`src/rtl/tx_mode_pkg.sv`:
```
package tx_mode_pkg;
  typedef enum logic [2:0] {
    ST_OFF       = 3'd0,
    ST_IDLE      = 3'd1,
    ST_WAIT_CLK  = 3'd2,
    ST_WAIT_LOCK = 3'd3,
    ST_READY     = 3'd4
  } ctrl_state_t;

  typedef struct packed {
    logic pwr;
    logic idle;
    logic pa;
    logic sw_lowz;
  } mode_req_t;
endpackage

```
`src/rtl/tx_mode_decode.sv`:
```
module tx_mode_decode
  import tx_mode_pkg::*;
(
  input  logic      ask,
  input  logic      fsk,
  input  logic      en_val,
  input  logic      en_float,
  output mode_req_t req
);
  logic keying_any;
  logic eff_en;

  always_comb begin
    keying_any  = ask | fsk;
    // floating enable line follows either keying line
    eff_en      = en_float ? keying_any : en_val;
    req.pwr     = eff_en;
    req.idle    = ~en_float & ~en_val & keying_any;
    req.pa      = eff_en & ask;
    req.sw_lowz = eff_en & ~fsk;
  end
endmodule

```
`src/rtl/tx_lock_timer.sv`:
```
module tx_lock_timer #(
  parameter int LOCK_CYCLES = 3250
) (
  input  logic clk,
  input  logic rst,
  input  logic run,
  output logic done
);
  localparam int CW = $clog2(LOCK_CYCLES + 1);
  localparam logic [CW-1:0] LAST = CW'(LOCK_CYCLES - 1);

  logic [CW-1:0] cnt_q;

  always_ff @(posedge clk) begin
    if (rst || !run) cnt_q <= '0;
    else if (cnt_q != LAST) cnt_q <= cnt_q + 1'b1;
  end

  assign done = run && (cnt_q == LAST);

  p_cnt_bound_r7: assert property (@(posedge clk) disable iff (rst)
    cnt_q <= LAST);
  p_idle_clear_r8: assert property (@(posedge clk) disable iff (rst)
    !run |=> cnt_q == '0);
endmodule

```
`src/rtl/tx_start_seq.sv`:
```
module tx_start_seq
  import tx_mode_pkg::*;
#(
  parameter int LOCK_CYCLES = 3250
) (
  input  logic        clk,
  input  logic        rst,
  input  logic        pwr,
  input  logic        idle,
  input  logic        clk_active,
  output ctrl_state_t state,
  output logic        ready
);
  ctrl_state_t st_q, st_d;
  logic        lock_done;
  logic        rdy_q;

  tx_lock_timer #(.LOCK_CYCLES(LOCK_CYCLES)) u_timer (
    .clk  (clk),
    .rst  (rst),
    .run  (st_q == ST_WAIT_LOCK),
    .done (lock_done)
  );

  always_comb begin
    st_d = st_q;
    if (!pwr) begin
      st_d = idle ? ST_IDLE : ST_OFF;
    end else begin
      unique case (st_q)
        ST_OFF, ST_IDLE: st_d = ST_WAIT_CLK;
        ST_WAIT_CLK:     if (clk_active) st_d = ST_WAIT_LOCK;
        ST_WAIT_LOCK:    if (lock_done) st_d = ST_READY;
        ST_READY:        st_d = ST_READY;
        default:         st_d = ST_OFF;
      endcase
    end
  end

  always_ff @(posedge clk) begin
    if (rst) begin
      st_q  <= ST_OFF;
      rdy_q <= 1'b0;
    end else begin
      st_q  <= st_d;
      rdy_q <= (st_d == ST_READY);
    end
  end

  assign state = st_q;
  assign ready = rdy_q;

  p_ready_via_lock_r7: assert property (@(posedge clk) disable iff (rst)
    $rose(ready) |-> $past(st_q) == ST_WAIT_LOCK);
  p_drop_clears_r8: assert property (@(posedge clk) disable iff (rst)
    !pwr |=> !ready && (st_q == ST_OFF || st_q == ST_IDLE));
  p_wait_clk_hold_r7: assert property (@(posedge clk) disable iff (rst)
    (st_q == ST_WAIT_CLK && pwr && !clk_active) |=> st_q == ST_WAIT_CLK);
endmodule

```
`src/rtl/tx_mode_ctrl.sv`:
```
module tx_mode_ctrl
  import tx_mode_pkg::*;
#(
  parameter int LOCK_CYCLES = 3250
) (
  input  logic       clk,
  input  logic       rst,
  input  logic       ask_i,
  input  logic       fsk_i,
  input  logic       en_i,
  input  logic       en_float_i,
  input  logic       clk_active_i,
  output logic       osc_pll_en_o,
  output logic       pa_en_o,
  output logic       fsk_sw_lowz_o,
  output logic       ready_o,
  output logic [2:0] state_o
);
  mode_req_t   req;
  ctrl_state_t st;

  tx_mode_decode u_dec (
    .ask      (ask_i),
    .fsk      (fsk_i),
    .en_val   (en_i),
    .en_float (en_float_i),
    .req      (req)
  );

  tx_start_seq #(.LOCK_CYCLES(LOCK_CYCLES)) u_seq (
    .clk        (clk),
    .rst        (rst),
    .pwr        (req.pwr),
    .idle       (req.idle),
    .clk_active (clk_active_i),
    .state      (st),
    .ready      (ready_o)
  );

  always_ff @(posedge clk) begin
    if (rst) begin
      osc_pll_en_o  <= 1'b0;
      pa_en_o       <= 1'b0;
      fsk_sw_lowz_o <= 1'b0;
    end else begin
      osc_pll_en_o  <= req.pwr;
      pa_en_o       <= req.pa;
      fsk_sw_lowz_o <= req.sw_lowz;
    end
  end

  assign state_o = st;

  p_pa_needs_osc_r4: assert property (@(posedge clk) disable iff (rst)
    pa_en_o |-> osc_pll_en_o);
  p_idle_quiet_r3: assert property (@(posedge clk) disable iff (rst)
    (st == ST_IDLE) |-> !osc_pll_en_o && !pa_en_o && !fsk_sw_lowz_o && !ready_o);
  p_off_quiet_r2: assert property (@(posedge clk) disable iff (rst)
    (st == ST_OFF) |-> !osc_pll_en_o && !fsk_sw_lowz_o);
  p_ready_powered_r4: assert property (@(posedge clk) disable iff (rst)
    ready_o |-> osc_pll_en_o);
endmodule

```
`config.mk`:
```
export PLATFORM = sky130hd
export DESIGN_NAME = tx_mode_ctrl
export DESIGN_NICKNAME = d
export VERILOG_FILES = /design/src/rtl/tx_mode_pkg.sv /design/src/rtl/tx_mode_decode.sv /design/src/rtl/tx_lock_timer.sv /design/src/rtl/tx_start_seq.sv /design/src/rtl/tx_mode_ctrl.sv
export SDC_FILE = /design/constraint.sdc
export NUM_CORES = 1
export LEC_CHECK = 0
export BUFFER_PORTS_ARGS = -buffer_cell sky130_fd_sc_hd__buf_2
export CAP_MARGIN = 20
export CORE_ASPECT_RATIO = 1.4
export CORE_MARGIN = 4
export CORE_UTILIZATION = 40
export DETAILED_ROUTE_END_ITERATION = 12
export GPL_TIMING_DRIVEN = 0
export PLACE_DENSITY_LB_ADDON = 0.08
export SLEW_MARGIN = 10
export SYNTH_ARGS = -nofsm -noshare
export SYNTH_HDL_FRONTEND = slang
export SYNTH_SLANG_ARGS = --single-unit
```
`constraint.sdc`:
```
create_clock -name clk -period 5.3 [get_ports clk]
set_clock_uncertainty 0.15 [all_clocks]
set_input_delay 0.795 -clock clk [delete_from_list [all_inputs] [get_ports clk]]
set_output_delay 0.795 -clock clk [all_outputs]
set_load 0.05 [all_outputs]
```
==> impl_metrics.ini, run 1 <==
[synth]
avgSynthCellArea_sq_um = 9.01
synth_cell_type_count = 32
synth_fp_nets = 107
synth.ff_latch_count = 19
yosysSeqAreaShare_pct = 43.1
synthCells = 98
yosys_warnings = 0
syn-cell-area_sq_um = 883

[finish]
drive_gt1_share_pct = 17.4
n_antenna_cell = 0
fin_nets = 125
syn2layout_area_growth_pct = 13.3
final_util_pct = 49.0
instances_no_fill = 136
stdcell_area_sq_um = 1000

[clocking]
cts_max_level = 1
cts_hold_buf = 0
insertion_delay_ps = 290
cts.sinks = 19
cts_buffers = 3
clockBufferDepth = 2
cts.clk_slew.worst_paths_ps = 110
post-cts-setup-buffers = 0
cts-root-buf = clkbuf_4
cts_resized = 0
tritoncts = done

[timing]
maxSlewHeadroom_pct = 53.9
maxSlewViolCount = 0
fin_ws_ps = 3320
rsz0062_at_grt = no
whs_ps = 341
finalSetupViolations = 0
final_hold_viol_count = 0
fin_crit_ps = 1980
period_share_pct = 37.3
max_slew.worst_pin.slew_ps = 686
fmax_mhz = 506
final.setup.tns_ps = 0

[critical_path]
cpPeakStageDelay_ps = 440
crit_cells = 1
end_kind = primary output
critPathMaxFanout = 7
cp-startpoint = u_seq.state[0]$_SDFF_PP0_
worstPathArrival_ps = 1030
cp_cell_sequence = buf_2
cp_top_family = flip-flops
reg2reg_from = u_seq.u_timer.cnt_q[0]$_SDFFE_PP0P_
r2r_end = u_seq.state[2]$_SDFF_PP0_
reg2regPathDepth = 4
required_ps = 4360
slowest_stage = dfxtp_1
endpoint = state_o[0]
worst-path-buf-inv = 1
worstSetupPathType = flop to primary output
startpoint_type = flop
reg2reg_slack_ps = 3340

[placement]
numPortBuffers = 13
place_area_sq_um = 975
place_congestion = 0.708
dp.cells = 132
hpwl_mm = 1.32
dp_slack_ps = 3260

[global_route]
grt_overflow_total = 0
grt_pass1_wl_mm = 3.06
grt_pass1_vias = 755
grt_max_degree = 11
grt_use_total_pct = 13.6
antenna_found_initial = 0

[power_and_ir_drop]
p_switching_mw = 0.0595
cell_internal_pwr_mw = 0.181
vdd_drop_max_uv = 100
switching_share_pct = 24.7
power_frac_comb_pct = 8.7
cellPowerDensity_nw_per_um2 = 240
pwr-share-clk_pct = 30.1
power_mw = 0.241
seqPwrFrac_pct = 61.2
p_leak_nw = 0.323

[die]
rows = 19
io_pins = 14
die_w_um = 47.7
start_util_pct = 43.2
die_height_um = 63.6
core_sq_um = 2040
die_area_sq_um = 3030

[detailed_routing]
ant_nets = 0
vias_per_cell = 5.62
remaining_drc_errors = 0
vias = 764
detail_route.wirelength_mm = 1.73
routedWlPerCell_um = 12.7
drt_iter0_drc = 11
firstDrtPassIters = 4

[hold_path]
hold_path.class = flop to flop

[run]
drv_cap = 0

[run_status]
status = finished, final reports clean
state kept, by name, indices dropped and copies added (netlist names):
name and cells:
fsk_sw_lowz_o 1, u_seq.u_timer.cnt_q 12, u_seq.state 3, u_seq.ready 1
osc_pll_en_o 1, pa_en_o 1
layout make-up:
| cell class | instances | area, sq um |
|---|---|---|
| multi-input cells | 72 | 477 |
| flip-flops and latches | 19 | 380 |
| repair buffers | 13 | 65.1 |
| fillers | 206 | 1040 |
| well taps | 21 | 26.3 |
| plain buffers | 1 | 3.75 |
| clock buffers | 4 | 26.3 |
| inverters | 6 | 22.5 |
synth_stat cells (all sizes together):
cell type	instances	area, sq um
inv	6	22.5
or4	3	26.3
nand3	4	20.0
a21oi	8	40.0
o21ai	6	30.0
nor2b	1	6.26
nand4b	1	8.76
nand2b	4	25.0
or4b	1	13.8
nand3b	4	30.0
nor4bb	1	10.0
xor2	1	8.76
mux2i	3	30.0
o21ba	1	10.0
nand4bb	1	11.3
nand4	2	12.5
and2	1	6.26
o2111ai	1	8.76
xnor2	1	8.76
or3b	1	8.76
or3	4	25.0
nand2	7	26.3
clkbuf	1	3.75
a211oi	1	7.51
ha	2	25.0
nor2	5	18.8
o31ai	3	22.5
nor4	3	18.8
or4bb	1	11.3
o22ai	1	6.26
dfxtp	19	380
worst min path at each step:
stage,start,to,slack (ps),cells after the start
after floorplan,u_seq.u_timer.cnt_q[11]$_SDFFE_PP0P_,u_seq.u_timer.cnt_q[11]$_SDFFE_PP0P_,300,2
after global placement,u_seq.u_timer.cnt_q[11]$_SDFFE_PP0P_,u_seq.u_timer.cnt_q[11]$_SDFFE_PP0P_,320,2
after detailed placement,u_seq.u_timer.cnt_q[11]$_SDFFE_PP0P_,u_seq.u_timer.cnt_q[11]$_SDFFE_PP0P_,330,2
after CTS,u_seq.u_timer.cnt_q[11]$_SDFFE_PP0P_,u_seq.u_timer.cnt_q[11]$_SDFFE_PP0P_,350,2
after global routing,u_seq.u_timer.cnt_q[11]$_SDFFE_PP0P_,u_seq.u_timer.cnt_q[11]$_SDFFE_PP0P_,370,2
final,u_seq.u_timer.cnt_q[11]$_SDFFE_PP0P_,u_seq.u_timer.cnt_q[11]$_SDFFE_PP0P_,340,2
power groups by stage:
stage / Combinational, mW / Clock, mW / Sequential (mW)
floorplan: 0.00597 / 0 / 0.159
global placement: 0.0209 / 0 / 0.150
detailed placement: 0.0211 / 0 / 0.151
CTS: 0.0211 / 0.0751 / 0.147
global route: 0.0228 / 0.0811 / 0.148
finish: 0.0208 / 0.0725 / 0.147
layer usage:
metal	up-vias	wire length [um]	GRT usage, %
met5	-	0	0
met4	0	16	6.06
met3	2	100	2.56
met2	16	867	23.0
met1	351	743	15.3
li1	395	-	-
cells by family after synthesis:
logic type	Yosys count	synth area share, %
simple gates	44	31.6
compound gates	21	14.2
flops	19	43.1
buf+inv	7	2.97
mux	3	3.40
xor+xnor	2	1.98
fa+ha+maj	2	2.83
layout by cell type (no fill, tap or decap), types with 4 or more instances in the layout:
| master | synthesis | final |
|---|---|---|
| nand3b_1 | 4 | 4 |
| nor2_1 | 5 | 5 |
| buf_2 | 0 | 13 |
| nand2_1 | 7 | 7 |
| or3_1 | 4 | 4 |
| nand2b_1 | 4 | 4 |
| nand3_1 | 4 | 4 |
| inv_1 | 6 | 6 |
| dfxtp_1 | 19 | 19 |
| o21ai_0 | 6 | 6 |
| a21oi_1 | 8 | 8 |
(Power assumes the default switching activity.)
==> run 2: changes to the inputs <==
==> constraint.sdc (replaced) <==
create_clock -name clk -period 1.71 [get_ports clk]
set_clock_uncertainty 0.15 [all_clocks]
set_input_delay 0.2565 -clock clk [delete_from_list [all_inputs] [get_ports clk]]
set_output_delay 0.2565 -clock clk [all_outputs]
set_load 0.05 [all_outputs]
==> run 2 against run 1 <==
The run now ends with negative setup slack left. Wire length grew 7.4%. Critical endpoint is now u_seq.ready$_SDFF_PP0_. Clock-buffer cell count did not move. Largest power group unchanged. Sequential power grew to 3.1 times the previous value. Critical path depth rose by 4. Largest cell class unchanged. Register-to-register slack got worse by 3400 ps. Final cell count grew 5.1%. Combinational power rose to 3.3 times the previous value.
==> impl_metrics.ini, run 2 (same netlist as run 1, synthesis figures left out) <==
[power_and_ir_drop]
p_leak_nw = 0.362
p_switching_mw = 0.185
power_frac_comb_pct = 9.1
pwr-share-clk_pct = 30.0
seqPwrFrac_pct = 60.9
switching_share_pct = 24.8
cell_internal_pwr_mw = 0.563
power_mw = 0.748
cellPowerDensity_nw_per_um2 = 679
vdd_drop_max_uv = 352

[global_route]
grt_pass1_wl_mm = 2.96
grt_pass1_vias = 709
grt_overflow_total = 0
antenna_found_initial = 0
grt_use_total_pct = 13.5
grt_max_degree = 11

[die]
die_w_um = 47.7
core_sq_um = 2040
start_util_pct = 43.2
io_pins = 14
die_area_sq_um = 3030
die_height_um = 63.6
rows = 19

[timing]
rsz0062_at_grt = yes
fin_crit_ps = 1820
fin_ws_ps = -109
fmax_mhz = 550
maxSlewViolCount = 0
period_share_pct = 106
max_slew.worst_pin.slew_ps = 430
maxSlewHeadroom_pct = 71.1
final_hold_viol_count = 0
finalSetupViolations = 2

[finish]
n_antenna_cell = 0
largest_reg_flops = 12
drive_gt1_share_pct = 32.0
syn2layout_area_growth_pct = 24.6
final_cell_mix = dfxtp_1 (13), buf_2 (13), nand2_1 (7)
largest_register = u_seq.u_timer.cnt_q
fin_nets = 132

[placement]
numPortBuffers = 13
place_congestion = 0.754
dp_slack_ps = -86.7

[clocking]
cts-root-buf = clkbuf_4
insertion_delay_ps = 290
cts.clk_slew.worst_paths_ps = 110
cts_buffers = 3
cts_max_level = 1
tritoncts = done
cts.sinks = 19
clockBufferDepth = 2

[critical_path]
worstSetupPathType = flop to flop
startpoint_type = flop
critPathMaxFanout = 3
slowest_stage = or4_4
cp_cell_sequence = inv_2 -> ha_4 -> or4bb_4 -> or4_4 -> a21oi_2
cpPeakStageDelay_ps = 510
reg2reg_slack_ps = -110
worstPathArrival_ps = 1900
required_ps = 1790
end_kind = flop

[run_status]
status = finished, violations left
violations = negative setup slack

[detailed_routing]
drt_iter0_drc = 7
ant_nets = 0
routedWlPerCell_um = 13.0
firstDrtPassIters = 4
vias_per_cell = 5.52
remaining_drc_errors = 0
detail_route.wirelength_mm = 1.86
vias = 789

[hold_path]
hold_path.class = primary input to flop

[run]
drv_cap = 0
==> run 2: cell types whose count changed in the layout (fill, tap and decap cells not counted), sizes merged <==
cell,delta
dlygate4sd3,+1
buf,+6
==> run 2: layout make-up <==
| cell class | count | area [sq um] |
|---|---|---|
| Buffer | 1 | 3.75 |
| Clock buffer | 4 | 26.3 |
| Fill cell | 194 | 943 |
| Inverter | 6 | 22.5 |
| Multi-Input combinational cell | 72 | 512 |
| Sequential cell | 19 | 390 |
| Tap cell | 21 | 26.3 |
| Timing Repair Buffer | 20 | 120 |
==> run 2: what timing repair did <==
action                                 4_1_cts  5_1_grt
resized for setup                            2        5
pin swaps                                    0        2
gates cloned                                 0        0
setup endpoints to repair                    4        8
endpoints found under the hold margin        1        0
setup buffers                                3        3
hold buffers                                 1        0
==> run 2: power groups by stage <==
stage               registers [mW]  clock network [mW]  logic [mW]
finish                       0.456               0.224      0.0683
global route                 0.457               0.256      0.0742
CTS                          0.456               0.235      0.0693
detailed placement           0.466                   0      0.0665
global placement             0.466                   0      0.0656
floorplan                    0.492                   0      0.0190
==> run 2: worst paths after layout <==
check | from | to | cells past startpoint
max | u_seq.u_timer.cnt_q[1]$_SDFFE_PP0P_ | u_seq.ready$_SDFF_PP0_ | 5
min | ask_i | pa_en_o$_SDFF_PP0_ | 2
max reg2reg | u_seq.u_timer.cnt_q[1]$_SDFFE_PP0P_ | u_seq.ready$_SDFF_PP0_ | 5
min reg2reg | u_seq.u_timer.cnt_q[11]$_SDFFE_PP0P_ | u_seq.u_timer.cnt_q[11]$_SDFFE_PP0P_ | 2
==> run 2: worst max-delay path, delay by kind of cell, from the launching register on <==
| family | cells | cell delay, ps |
|---|---|---|
| buffers and inverters | 1 | 60 |
| adders and majority gates | 1 | 120 |
| DFF | 1 | 350 |
| and+or+nand+nor | 2 | 970 |
| AOI/OAI and AO/OA | 1 | 120 |
==> run 2: per-stage QoR <==
step / TNS, ps / instances / utilization [%] / instance area (sq um) / hold slack, ps
after detailed placement: -175 / 132 / 48.8 / 997 / 313
after global routing: -409 / 143 / 53.9 / 1100 / 26.6
after floorplan: -55.5 / 98 / - / 906 / 179
after global placement: -161 / 132 / 48.8 / 997 / 295
final: -217 / 143 / 53.9 / 1100 / 36.9
after CTS: -266 / 140 / 52.0 / 1060 / 28.0
==> run 2: per-layer routing <==
metal / global-route usage (%) / part of all wire [%] / up-vias
met3: 2.56 / 5.3 / 4
met1: 14.0 / 41 / 358
met2: 23.0 / 51 / 16
li1: - / - / 411
met4: 8.08 / 2.5 / 0
met5: 0 / 0 / -
==> run 3: changes to the inputs <==
--- a/config.mk
+++ b/config.mk
@@ -7,9 +7,11 @@
 export LEC_CHECK = 0
 export BUFFER_PORTS_ARGS = -buffer_cell sky130_fd_sc_hd__buf_2
 export CAP_MARGIN = 20
+export CELL_PAD_IN_SITES_DETAIL_PLACEMENT = 1
+export CELL_PAD_IN_SITES_GLOBAL_PLACEMENT = 1
 export CORE_ASPECT_RATIO = 1.4
 export CORE_MARGIN = 4
-export CORE_UTILIZATION = 40
+export CORE_UTILIZATION = 36
 export DETAILED_ROUTE_END_ITERATION = 12
 export GPL_TIMING_DRIVEN = 0
 export PLACE_DENSITY_LB_ADDON = 0.08
==> run 3 against run 2 <==
The run still ends with negative setup slack left. Largest power group unchanged. Worst setup slack lost 27 ps. Die area is 9.5% higher. Fmax fell by 1.5%. Global-route usage rose by 1.1 points. Non-clock buffer count decreased by 2.
==> impl_metrics.ini, run 3 (same netlist as run 1, synthesis figures left out) <==
[critical_path]
startpoint_type = flop
slowest_stage = or4_4
cp_cell_sequence = inv_2 -> ha_4 -> or4bb_4 -> or4_4 -> a21oi_2
cpPeakStageDelay_ps = 520
reg2regPathDepth = 5
worstSetupPathType = flop to flop
end_kind = flop
worstPathArrival_ps = 1930
reg2reg_slack_ps = -140
reg2reg_from = u_seq.u_timer.cnt_q[1]$_SDFFE_PP0P_
critPathMaxFanout = 4
required_ps = 1800
r2r_end = u_seq.state[2]$_SDFF_PP0_

[clocking]
cts_max_level = 1
tritoncts = done
cts.clk_slew.worst_paths_ps = 100
clockBufferDepth = 2
cts.sinks = 19
insertion_delay_ps = 290
cts-root-buf = clkbuf_4
cts_buffers = 3

[detailed_routing]
drt_iter0_drc = 20
routedWlPerCell_um = 15.0
firstDrtPassIters = 3
detail_route.wirelength_mm = 2.15
vias = 818
ant_nets = 0
remaining_drc_errors = 0
vias_per_cell = 5.72

[die]
start_util_pct = 37.4
core_sq_um = 2360
rows = 21
die_w_um = 49.9
die_height_um = 66.6
die_area_sq_um = 3320
io_pins = 14

[power_and_ir_drop]
cellPowerDensity_nw_per_um2 = 691
vdd_drop_max_uv = 392
p_leak_nw = 0.351

[placement]
numPortBuffers = 13
dp.cells = 134
place_congestion = 0.656
hpwl_mm = 1.60

[finish]
fin_nets = 130
nFillCells = 293
instances_no_fill = 143
largest_register = u_seq.u_timer.cnt_q
final_cell_mix = dfxtp_1 (15), buf_2 (13), nand2_1 (7), a21oi_1 (6), o21ai_0 (6)
layout_commonest_cell = dfxtp_1
n_antenna_cell = 0
largest_reg_flops = 12
syn2layout_area_growth_pct = 22.9
drive_gt1_share_pct = 29.2

[hold_path]
hold_path_end = u_seq.state[0]$_SDFF_PP0_
hold_path.class = primary input to flop
hold_depth = 2
min_from = rst

[timing]
final_hold_viol_count = 0
whs_ps = 40.3
max_slew.worst_pin.slew_ps = 475
maxSlewHeadroom_pct = 68.1
final.setup.tns_ps = -318
rsz0062_at_grt = yes
fin_crit_ps = 1850
fin_ws_ps = -136
maxSlewViolCount = 0
period_share_pct = 108
fmax_mhz = 542
finalSetupViolations = 4

[run]
drv_cap = 0

[run_status]
violations = negative setup slack
status = finished, violations left

[global_route]
grt_pass1_vias = 852
grt_max_degree = 11
grt_overflow_total = 0
grt_use_total_pct = 14.6
grt_pass1_wl_mm = 3.66
antenna_found_initial = 0
## run 3: final cells by class
class	instances	area (sq um)	share of cell area (%)
Sequential cell	19	388	35.7
Multi-Input combinational cell	72	512	47.1
Tap cell	23	28.8	2.65
Buffer	1	3.75	0.346
Inverter	6	22.5	2.07
Timing Repair Buffer	18	105	9.68
Clock buffer	4	26.3	2.42
## run 3: repair_timing
item / CTS / global route
setup buffers: 2 / 2
hold buffers: 1 / 0
endpoints found under the setup margin: 5 / 11
pin swaps: 0 / 1
gates resized for setup: 1 / 4
endpoints found under the hold margin: 1 / 0
## run 3: worst max path at each step
stage,slack (ps),endpoint,cells past startpoint,start
floorplan,-30,u_seq.ready$_SDFF_PP0_,5,u_seq.u_timer.cnt_q[1]$_SDFFE_PP0P_
global placement,-90,u_seq.ready$_SDFF_PP0_,5,u_seq.u_timer.cnt_q[1]$_SDFFE_PP0P_
detailed placement,-110,u_seq.state[2]$_SDFF_PP0_,5,u_seq.u_timer.cnt_q[1]$_SDFFE_PP0P_
CTS,-130,u_seq.state[2]$_SDFF_PP0_,4,u_seq.u_timer.cnt_q[0]$_SDFFE_PP0P_
global route,-160,u_seq.state[2]$_SDFF_PP0_,3,u_seq.u_timer.cnt_q[3]$_SDFFE_PP0P_
finish,-140,u_seq.state[2]$_SDFF_PP0_,5,u_seq.u_timer.cnt_q[1]$_SDFFE_PP0P_
## run 3: worst max-delay path, delay by kind of cell, from the launching register on
kind,cells,cell delay (ps)
AO/OA/AOI/OAI,1,130
AND/OR/NAND/NOR,2,980
adder cells (fa/ha/maj),1,120
flip-flops,1,350
buffers and inverters,1,60
## run 3: metrics by stage
step                cell area (sq um)  setup slack, ps  util (%)  total power [mW]
floorplan                         906            -32.6         -             0.511
global placement                 1000            -92.5      42.3             0.532
detailed placement               1000             -108      42.3             0.534
CTS                              1050             -128      44.6             0.768
global route                     1090             -161      45.9             0.785
finish                           1090             -136      45.9             0.751
## run 3: per-layer routing
metal | track usage [%] | up-vias | part of all wire, %
met5 | 0 | - | 0
met4 | 9.34 | 0 | 2.1
met3 | 2.91 | 6 | 4.9
met2 | 28.8 | 14 | 55
met1 | 13.1 | 393 | 37
li1 | - | 405 | -
## run 3: report_power, final
| group | switching (mW) | leakage, nW | internal (mW) |
|---|---|---|---|
| combinational | 0.0461 | 0.179 | 0.0228 |
| clock | 0.135 | 0.0150 | 0.0908 |
| sequential | 0.00660 | 0.156 | 0.449 |
| total | 0.188 | 0.351 | 0.563 |
